==> src/rtl/sgl_pkg.sv <==
package sgl_pkg;
    localparam int NUM_PLAYERS  = 4;
    localparam int NUM_MISSILES = 4;
    localparam int GFX_W        = 8;
    localparam int MIS_FIELD_W  = GFX_W / NUM_MISSILES;
    localparam int SEL_W        = 3;
    localparam int SEL_MISSILE  = NUM_PLAYERS;

    typedef enum logic [1:0] {
        SRC_HOLD = 2'd0,
        SRC_BUS  = 2'd1,
        SRC_CPU  = 2'd2
    } load_src_e;
endpackage

==> src/rtl/sgl_capture_gate.sv <==
module sgl_capture_gate
    import sgl_pkg::*;
(
    input  logic                    halt_n,
    input  logic                    slot_missile,
    input  logic [NUM_PLAYERS-1:0]  slot_player,
    input  logic                    line_odd,
    input  logic [1:0]              grant_ctl,
    input  logic [NUM_MISSILES+NUM_PLAYERS-1:0] vdelay,
    output logic [NUM_PLAYERS-1:0]  ld_player,
    output logic [NUM_MISSILES-1:0] ld_missile
);
    logic snoop_now;
    assign snoop_now = !halt_n;

    for (genvar p = 0; p < NUM_PLAYERS; p++) begin : g_pl
        logic skip_line;
        assign skip_line    = vdelay[NUM_MISSILES+p] && !line_odd;
        assign ld_player[p] = grant_ctl[1] && snoop_now && slot_player[p] && !skip_line;
    end

    for (genvar m = 0; m < NUM_MISSILES; m++) begin : g_ms
        logic skip_line;
        assign skip_line     = vdelay[m] && !line_odd;
        assign ld_missile[m] = grant_ctl[0] && snoop_now && slot_missile && !skip_line;
    end
endmodule

==> src/rtl/sgl_gfx_reg.sv <==
module sgl_gfx_reg
    import sgl_pkg::*;
#(
    parameter int W = 8
) (
    input  logic         clk,
    input  logic         rst_n,
    input  logic         cpu_ld,
    input  logic [W-1:0] cpu_d,
    input  logic         bus_ld,
    input  logic [W-1:0] bus_d,
    output logic [W-1:0] q
);
    load_src_e src;

    always_comb begin
        if (cpu_ld)      src = SRC_CPU;
        else if (bus_ld) src = SRC_BUS;
        else             src = SRC_HOLD;
    end

    always_ff @(posedge clk or negedge rst_n) begin
        if (!rst_n) begin
            q <= '0;
        end else begin
            unique case (src)
                SRC_CPU:  q <= cpu_d;
                SRC_BUS:  q <= bus_d;
                default:  q <= q;
            endcase
        end
    end

    a_r8_cpu_wins: assert property (@(posedge clk) disable iff (!rst_n)
        cpu_ld |=> q == $past(cpu_d));
    a_r2_bus_capture: assert property (@(posedge clk) disable iff (!rst_n)
        (bus_ld && !cpu_ld) |=> q == $past(bus_d));
    a_r4_hold: assert property (@(posedge clk) disable iff (!rst_n)
        (!bus_ld && !cpu_ld) |=> $stable(q));
endmodule

==> src/rtl/sprite_gfx_loader.sv <==
module sprite_gfx_loader
    import sgl_pkg::*;
(
    input  logic                              clk,
    input  logic                              rst_n,
    input  logic [GFX_W-1:0]                  bus_data,
    input  logic                              halt_n,
    input  logic                              slot_missile,
    input  logic [NUM_PLAYERS-1:0]            slot_player,
    input  logic                              line_odd,
    input  logic [1:0]                        grant_ctl,
    input  logic [NUM_MISSILES+NUM_PLAYERS-1:0] vdelay,
    input  logic                              cpu_we,
    input  logic [SEL_W-1:0]                  cpu_sel,
    input  logic [GFX_W-1:0]                  cpu_wdata,
    output logic [NUM_PLAYERS*GFX_W-1:0]      player_gfx,
    output logic [GFX_W-1:0]                  missile_gfx
);
    logic [NUM_PLAYERS-1:0]  ld_player;
    logic [NUM_MISSILES-1:0] ld_missile;
    logic                    cpu_mis;

    sgl_capture_gate u_gate (
        .halt_n      (halt_n),
        .slot_missile(slot_missile),
        .slot_player (slot_player),
        .line_odd    (line_odd),
        .grant_ctl   (grant_ctl),
        .vdelay      (vdelay),
        .ld_player   (ld_player),
        .ld_missile  (ld_missile)
    );

    for (genvar p = 0; p < NUM_PLAYERS; p++) begin : g_player
        logic cpu_hit;
        assign cpu_hit = cpu_we && (cpu_sel == SEL_W'(p));
        sgl_gfx_reg #(.W(GFX_W)) u_reg (
            .clk   (clk),
            .rst_n (rst_n),
            .cpu_ld(cpu_hit),
            .cpu_d (cpu_wdata),
            .bus_ld(ld_player[p]),
            .bus_d (bus_data),
            .q     (player_gfx[p*GFX_W +: GFX_W])
        );
    end

    assign cpu_mis = cpu_we && (cpu_sel == SEL_W'(SEL_MISSILE));

    for (genvar m = 0; m < NUM_MISSILES; m++) begin : g_missile
        sgl_gfx_reg #(.W(MIS_FIELD_W)) u_reg (
            .clk   (clk),
            .rst_n (rst_n),
            .cpu_ld(cpu_mis),
            .cpu_d (cpu_wdata[m*MIS_FIELD_W +: MIS_FIELD_W]),
            .bus_ld(ld_missile[m]),
            .bus_d (bus_data[m*MIS_FIELD_W +: MIS_FIELD_W]),
            .q     (missile_gfx[m*MIS_FIELD_W +: MIS_FIELD_W])
        );
    end

    a_r4_halt_freeze: assert property (@(posedge clk) disable iff (!rst_n)
        (halt_n && !cpu_we) |=> ($stable(player_gfx) && $stable(missile_gfx)));
    a_r5_player_grant: assert property (@(posedge clk) disable iff (!rst_n)
        (!grant_ctl[1] && !cpu_we) |=> $stable(player_gfx));
    a_r5_missile_grant: assert property (@(posedge clk) disable iff (!rst_n)
        (!grant_ctl[0] && !cpu_we) |=> $stable(missile_gfx));
    a_r6_vdelay_p0: assert property (@(posedge clk) disable iff (!rst_n)
        (!line_odd && vdelay[NUM_MISSILES] && !cpu_we) |=> $stable(player_gfx[GFX_W-1:0]));
    a_r7_cpu_missile: assert property (@(posedge clk) disable iff (!rst_n)
        cpu_mis |=> missile_gfx == $past(cpu_wdata));
    a_r3_missile_field0: assert property (@(posedge clk) disable iff (!rst_n)
        (grant_ctl[0] && !halt_n && slot_missile && line_odd && !cpu_we)
        |=> missile_gfx[1:0] == $past(bus_data[1:0]));
endmodule

==> config.mk <==
export PLATFORM = sky130hd
export DESIGN_NAME = sprite_gfx_loader
export DESIGN_NICKNAME = d
export VERILOG_FILES = /design/src/rtl/sgl_pkg.sv /design/src/rtl/sgl_capture_gate.sv /design/src/rtl/sgl_gfx_reg.sv /design/src/rtl/sprite_gfx_loader.sv
export SDC_FILE = /design/constraint.sdc
export NUM_CORES = 1
export LEC_CHECK = 0
export ABC_CLOCK_PERIOD_IN_PS = 1500
export BUFFER_PORTS_ARGS = -buffer_cell sky130_fd_sc_hd__buf_2
export CAP_MARGIN = 20
export CORE_MARGIN = 2
export CORE_UTILIZATION = 53
export CTS_CLUSTER_SIZE = 14
export DETAILED_ROUTE_END_ITERATION = 8
export PLACE_DENSITY = 0.85
export SYNTH_ARGS = -nofsm -noshare
export SYNTH_HDL_FRONTEND = slang
export SYNTH_SLANG_ARGS = --single-unit
==> constraint.sdc <==
create_clock -name clk -period 1.5 [get_ports clk]
set_input_delay 0.075 -clock clk [delete_from_list [all_inputs] [get_ports clk]]
set_output_delay 0.075 -clock clk [all_outputs]
set_load 0.01 [all_outputs]
# Word-level counts from Yosys, hierarchy flattened
# Index checks and enable logic that the tools add are counted.
# classes
n_addsub	0
mul	0
div_mod_pow	0
n_lt_le_gt_ge	0
n_eq_ne	20
shifts	0
muxes	24
bitwise	0
reduce_logical	47
# ops
op	count
$pmux 8 s2	4
$logic_and 1x1->1	28
$eq 2x1->1 const B	8
$eq 2x2->1 const B	8
$mux 2	8
$pmux 2 s2	4
$reduce_bool 2->1	8
$logic_not 1->1	10
$mux 1	8
$eq 3x2->1 const B	2
$eq 3x1->1 const B	1
$eq 3x3->1 const B	1
$logic_not 3->1	1
# totals
regBits	40
latchBits	0
mem_bits_rw	0
rom_bits	0
output_inout_bits	40
memories	0

# Logic depth before layout (Yosys ltp)
# depth
depth_word	8
depth_mapped	5
ltp_nobuf	3

# Hierarchy
# Synthesis repeated with hierarchy kept, for this count alone.
# unflattened
hier_cells	188
hier_area_um2	2008.2
# by_module_without_submodules
module	n_inst	cells_per_inst	area_per_inst_um2
sgl_gfx_reg at g_player[0].u_reg ...	4	34	372.9
sgl_gfx_reg at g_missile[0].u_reg ...	4	8	87.6
sgl_capture_gate	1	15	102.6
sprite_gfx_loader	1	5	63.8

# Least setup slack after synthesis
# OpenSTA, ideal clock, no wires.
# synth_timing
path_type	input port to flip-flop
start	in cpu_sel[0]
end	reg g_player[0].u_reg.q[6]
arrival_ns	0.985
required_ns	1.366
setup_slack_ns	0.381
stages	5
path_cell_list	or4b_1 buf_2 buf_6 nor2_2 a31oi_2
# synth_between
elab_chain_cells	5
word_cells_on_any_way	7
classes_between	eq/ne (2); mux (2); reduce/logical (3)
# synth_lines
item	line_no	text
from (decl)	sprite_gfx_loader.sv:14	input logic [SEL_W-1:0] cpu_sel,
$logic_not 3->1 (*)	sprite_gfx_loader.sv:36	assign cpu_hit = cpu_we && (cpu_sel == SEL_W'(p));
$logic_and 1x1->1 (*)	sprite_gfx_loader.sv:36	
$mux 2 (*)	sgl_gfx_reg.sv:17	if (cpu_ld) src = SRC_CPU;
$eq 2x1->1 / $eq 2x2->1 (equally long branches)	sgl_gfx_reg.sv:26	unique case (src)
$pmux 8 s2 / $reduce_bool 2->1 (equally long branches)	--	
to (signal assigned)	sgl_gfx_reg.sv:27	SRC_CPU: q <= cpu_d;
to (signal assigned)	sgl_gfx_reg.sv:28	SRC_BUS: q <= bus_d;
to (signal assigned)	sgl_gfx_reg.sv:29	default: q <= q;
to (decl)	sgl_gfx_reg.sv:12	output logic [W-1:0] q
# Mark *: on every way between the ends. The rest lies on a longest branch, timed or not.
# A chain may end at the register's enable or synchronous reset.

# Worst setup path after layout
# layout_timing
start	in line_odd
end	reg g_player[1].u_reg.q[2]
# layout_between
elab_chain_cells	8
word_cells_on_any_way	10
classes_between	eq/ne (2); mux (3); reduce/logical (5)
# layout_lines
item	line_no	text
from (decl)	sprite_gfx_loader.sv:10	input logic line_odd,
$logic_not 1->1 (*)	sgl_capture_gate.sv:18	assign skip_line = vdelay[NUM_MISSILES+p] && !line_odd;
$logic_and 1x1->1 (*)	sgl_capture_gate.sv:18	
$logic_not 1->1 (*)	sgl_capture_gate.sv:19	assign ld_player[p] = grant_ctl[1] && snoop_now && slot_player[p] && !skip_line;
$logic_and 1x1->1 (*)	sgl_capture_gate.sv:19	
$mux 1 (*)	sgl_gfx_reg.sv:18	else if (bus_ld) src = SRC_BUS;
$mux 2 (*)	sgl_gfx_reg.sv:17	
$eq 2x1->1 / $eq 2x2->1 (equally long branches)	sgl_gfx_reg.sv:26	
$pmux 8 s2 / $reduce_bool 2->1 (equally long branches)	--	
to (signal assigned)	sgl_gfx_reg.sv:27	
to (signal assigned)	sgl_gfx_reg.sv:28	
to (signal assigned)	sgl_gfx_reg.sv:29	
to (decl)	sgl_gfx_reg.sv:12	
# Marks and branches as above.

==> results.toml <==
[timing]
fin_crit_sh_pct = 65.7
rsz0062_at_grt = "no"
skew_ns = 0
setup_violations = 0
period_needed_ns = 0.986
fin_setup_tns_ns = 0
whs_ns = 0.106
slew_headroom_pct = 63.3
slew_violations = 0
max_freq_mhz = 1010
finalHoldViolations = 0
worst_pin_slew_ns = 0.549

[clock_network]
clk_latency_ns = 0.29
cts_setup_buffers = 0
numClockSinks = 40
cts_tree = "yes"
clkSlewWorstSetupHoldPaths_ns = 0.08
cts_inserted_buffers = 5
htree_levels = 2
cts_resized = 0
cts_buffer_depth = 2
root_buffer = "clkbuf_8"

[final_layout]
fillers = 347
postLayoutCellArea_um2 = 2680
drive_above_1_share_pct = 30.0
seqCellArea_um2 = 1000
nets = 361
multi_input_area_um2 = 1070
syn_to_final_growth_pct = 23.9
mostFrequentLayoutCell = "buf_2"
layout.cells.most_common_list = "buf_2 (78), dfrtp_1 (40), nor2_1 (38), a31oi_1 (38), o21ai_0 (37)"
n_antenna_cell = 0
fin_cells = 373

[yosys]
ys.warnings.count = 0
ys_seq_area_share_pct = 46.3
synth_top_family_by_area = "simple AND/OR/NAND/NOR gates"
synth_compound_area_share_pct = 21.4
muxShareOfSynthArea_pct = 0
syn_nets = 289
yosys.area_share.xor_xnor_pct = 0
syn_area_um2 = 2160
avgSynthCellArea_um2 = 8.65
synth-simple-area-share_pct = 27.8
synth.distinct_cells = 20
synthCells = 250
synthAdderAreaFrac_pct = 0
synth_seq_cells = 40

[worst_setup_path]
cp.arrival_ns = 1.20
critPathKind = "primary input to register"
cpPeakStageDelay_ns = 0.47
critPathRequiredTime_ns = 1.71
reg2reg_slack_ns = 0.69
worstPathMaxFanout = 16
critPathLaunchType = "primary input"
critPathCaptureType = "register"
slowest_stage = "nor2b_1"
path_cells = "buf_2, nor2b_1, o21ai_0, a31oi_1"

[grt]
grtUsageTotal_pct = 30.4
antenna_found_initial = 0
gr-total-overflow = 0
grt_pass1_wl_mm = 10.1
grt_max_degree = 41
grt_pass1_vias = 2114

[detailed_routing]
routed-via-count = 2322
routed_wl_mm = 6.58
drc_errors = 0
routedWlPerCell_um = 17.6
initialDrtViolationCount = 254
drt_first_pass_iters = 7
antenna_left = 0
vias_per_cell = 6.23

[pwr]
power_density_nw_per_um2 = 1130
ir_drop_v = 0.000553
p_leak_nw = 1.16

[placement]
dp.cells = 364
dp_hpwl_mm = 4.58
portBuffers = 78
postPlaceCellArea_um2 = 2580
gp_routability_congestion = 0.862

[floorplan]
die_area_um2 = 4610
start_util_pct = 54.5
dieHeight_um = 67.9
top_level_ports = 79
fp-row-count = 23
core_area_um2 = 3970
dieWidth_um = 67.9

[run_status]
status = "finished, final reports clean"

[flow_run]
cap_violations = 0

[min_path]
hold_path_class = "primary input to register"
cell usage after synthesis (all sizes together):
master | instances | area, um^2
nand3 | 8 | 40.0
nor2 | 40 | 155
clkbuf | 9 | 33.8
buf | 13 | 65.1
nand4b | 1 | 8.76
nand3b | 5 | 37.5
a31oi | 40 | 263
or4b | 1 | 10.0
nand4 | 32 | 200
nand4bb | 3 | 33.8
nand2b | 8 | 50.1
nor2b | 9 | 56.3
dfrtp | 40 | 1000
and3b | 1 | 8.76
o21ai | 40 | 200
power by group:
part / internal, mW / switching (mW)
logic: 0.363 / 0.504
clock network: 0.375 / 0.372
registers: 1.30 / 0.119
total: 2.04 / 0.994
path summary, 6_finish.rpt:
kind,from,to,depth (start not counted)
max reg2reg,g_player[1].u_reg.q[2],g_player[1].u_reg.q[2],2
max in group asynchronous,rst_n,g_player[1].u_reg.q[5],3
max,line_odd,g_player[1].u_reg.q[2],4
min in group asynchronous,rst_n,g_player[0].u_reg.q[4],3
min reg2reg,g_player[2].u_reg.q[6],g_player[2].u_reg.q[6],2
min,cpu_wdata[2],g_player[0].u_reg.q[2],3
per-layer routing:
layer	share of wire, %	GRT usage (%)
met1	40	41.2
met2	45	45.7
met3	11	4.93
met4	3.2	19.0
met5	0	0
per-stage QoR:
step                      util (%)  worst slack, ns  power [mW]
final                         67.5            0.514        3.04
after global routing          67.5            0.495        3.19
after CTS                     67.5            0.575        3.03
after detailed placement      65.0            0.259        2.30
after global placement        65.0            0.313        2.27
after floorplan                  -            0.381        1.87
flip-flops by register name, indices dropped and copies added (netlist names):
name / flops
g_missile.u_reg.q: 8
g_player.u_reg.q: 32
final cells by class:
type	count	share of cell area (%)
multi-input cells	188	39.8
flip-flops and latches	40	37.3
repair buffers	87	17.2
clock buffers	8	3.36
well taps	50	2.33
cells by family (layout without fill, tap and decap cells):
family          count (synthesis)  count (layout)
simple gates                  108             108
compound gates                 80              80
flops                          40              40
buf+inv                        22              95
worst max-delay path: cells and delay by family:
| kind | cells | cell delay, ns |
|---|---|---|
| simple gates | 1 | 0.47 |
| compound gates | 2 | 0.46 |
| buf+inv | 1 | 0.18 |
repair_timing:
item / 4_1_cts / 5_1_grt
hold endpoints to repair: 40 / 0
hold buffers: 1 / 0
endpoints found under the setup margin: 0 / 0
No activity file was read; power rests on OpenSTA's default activity.
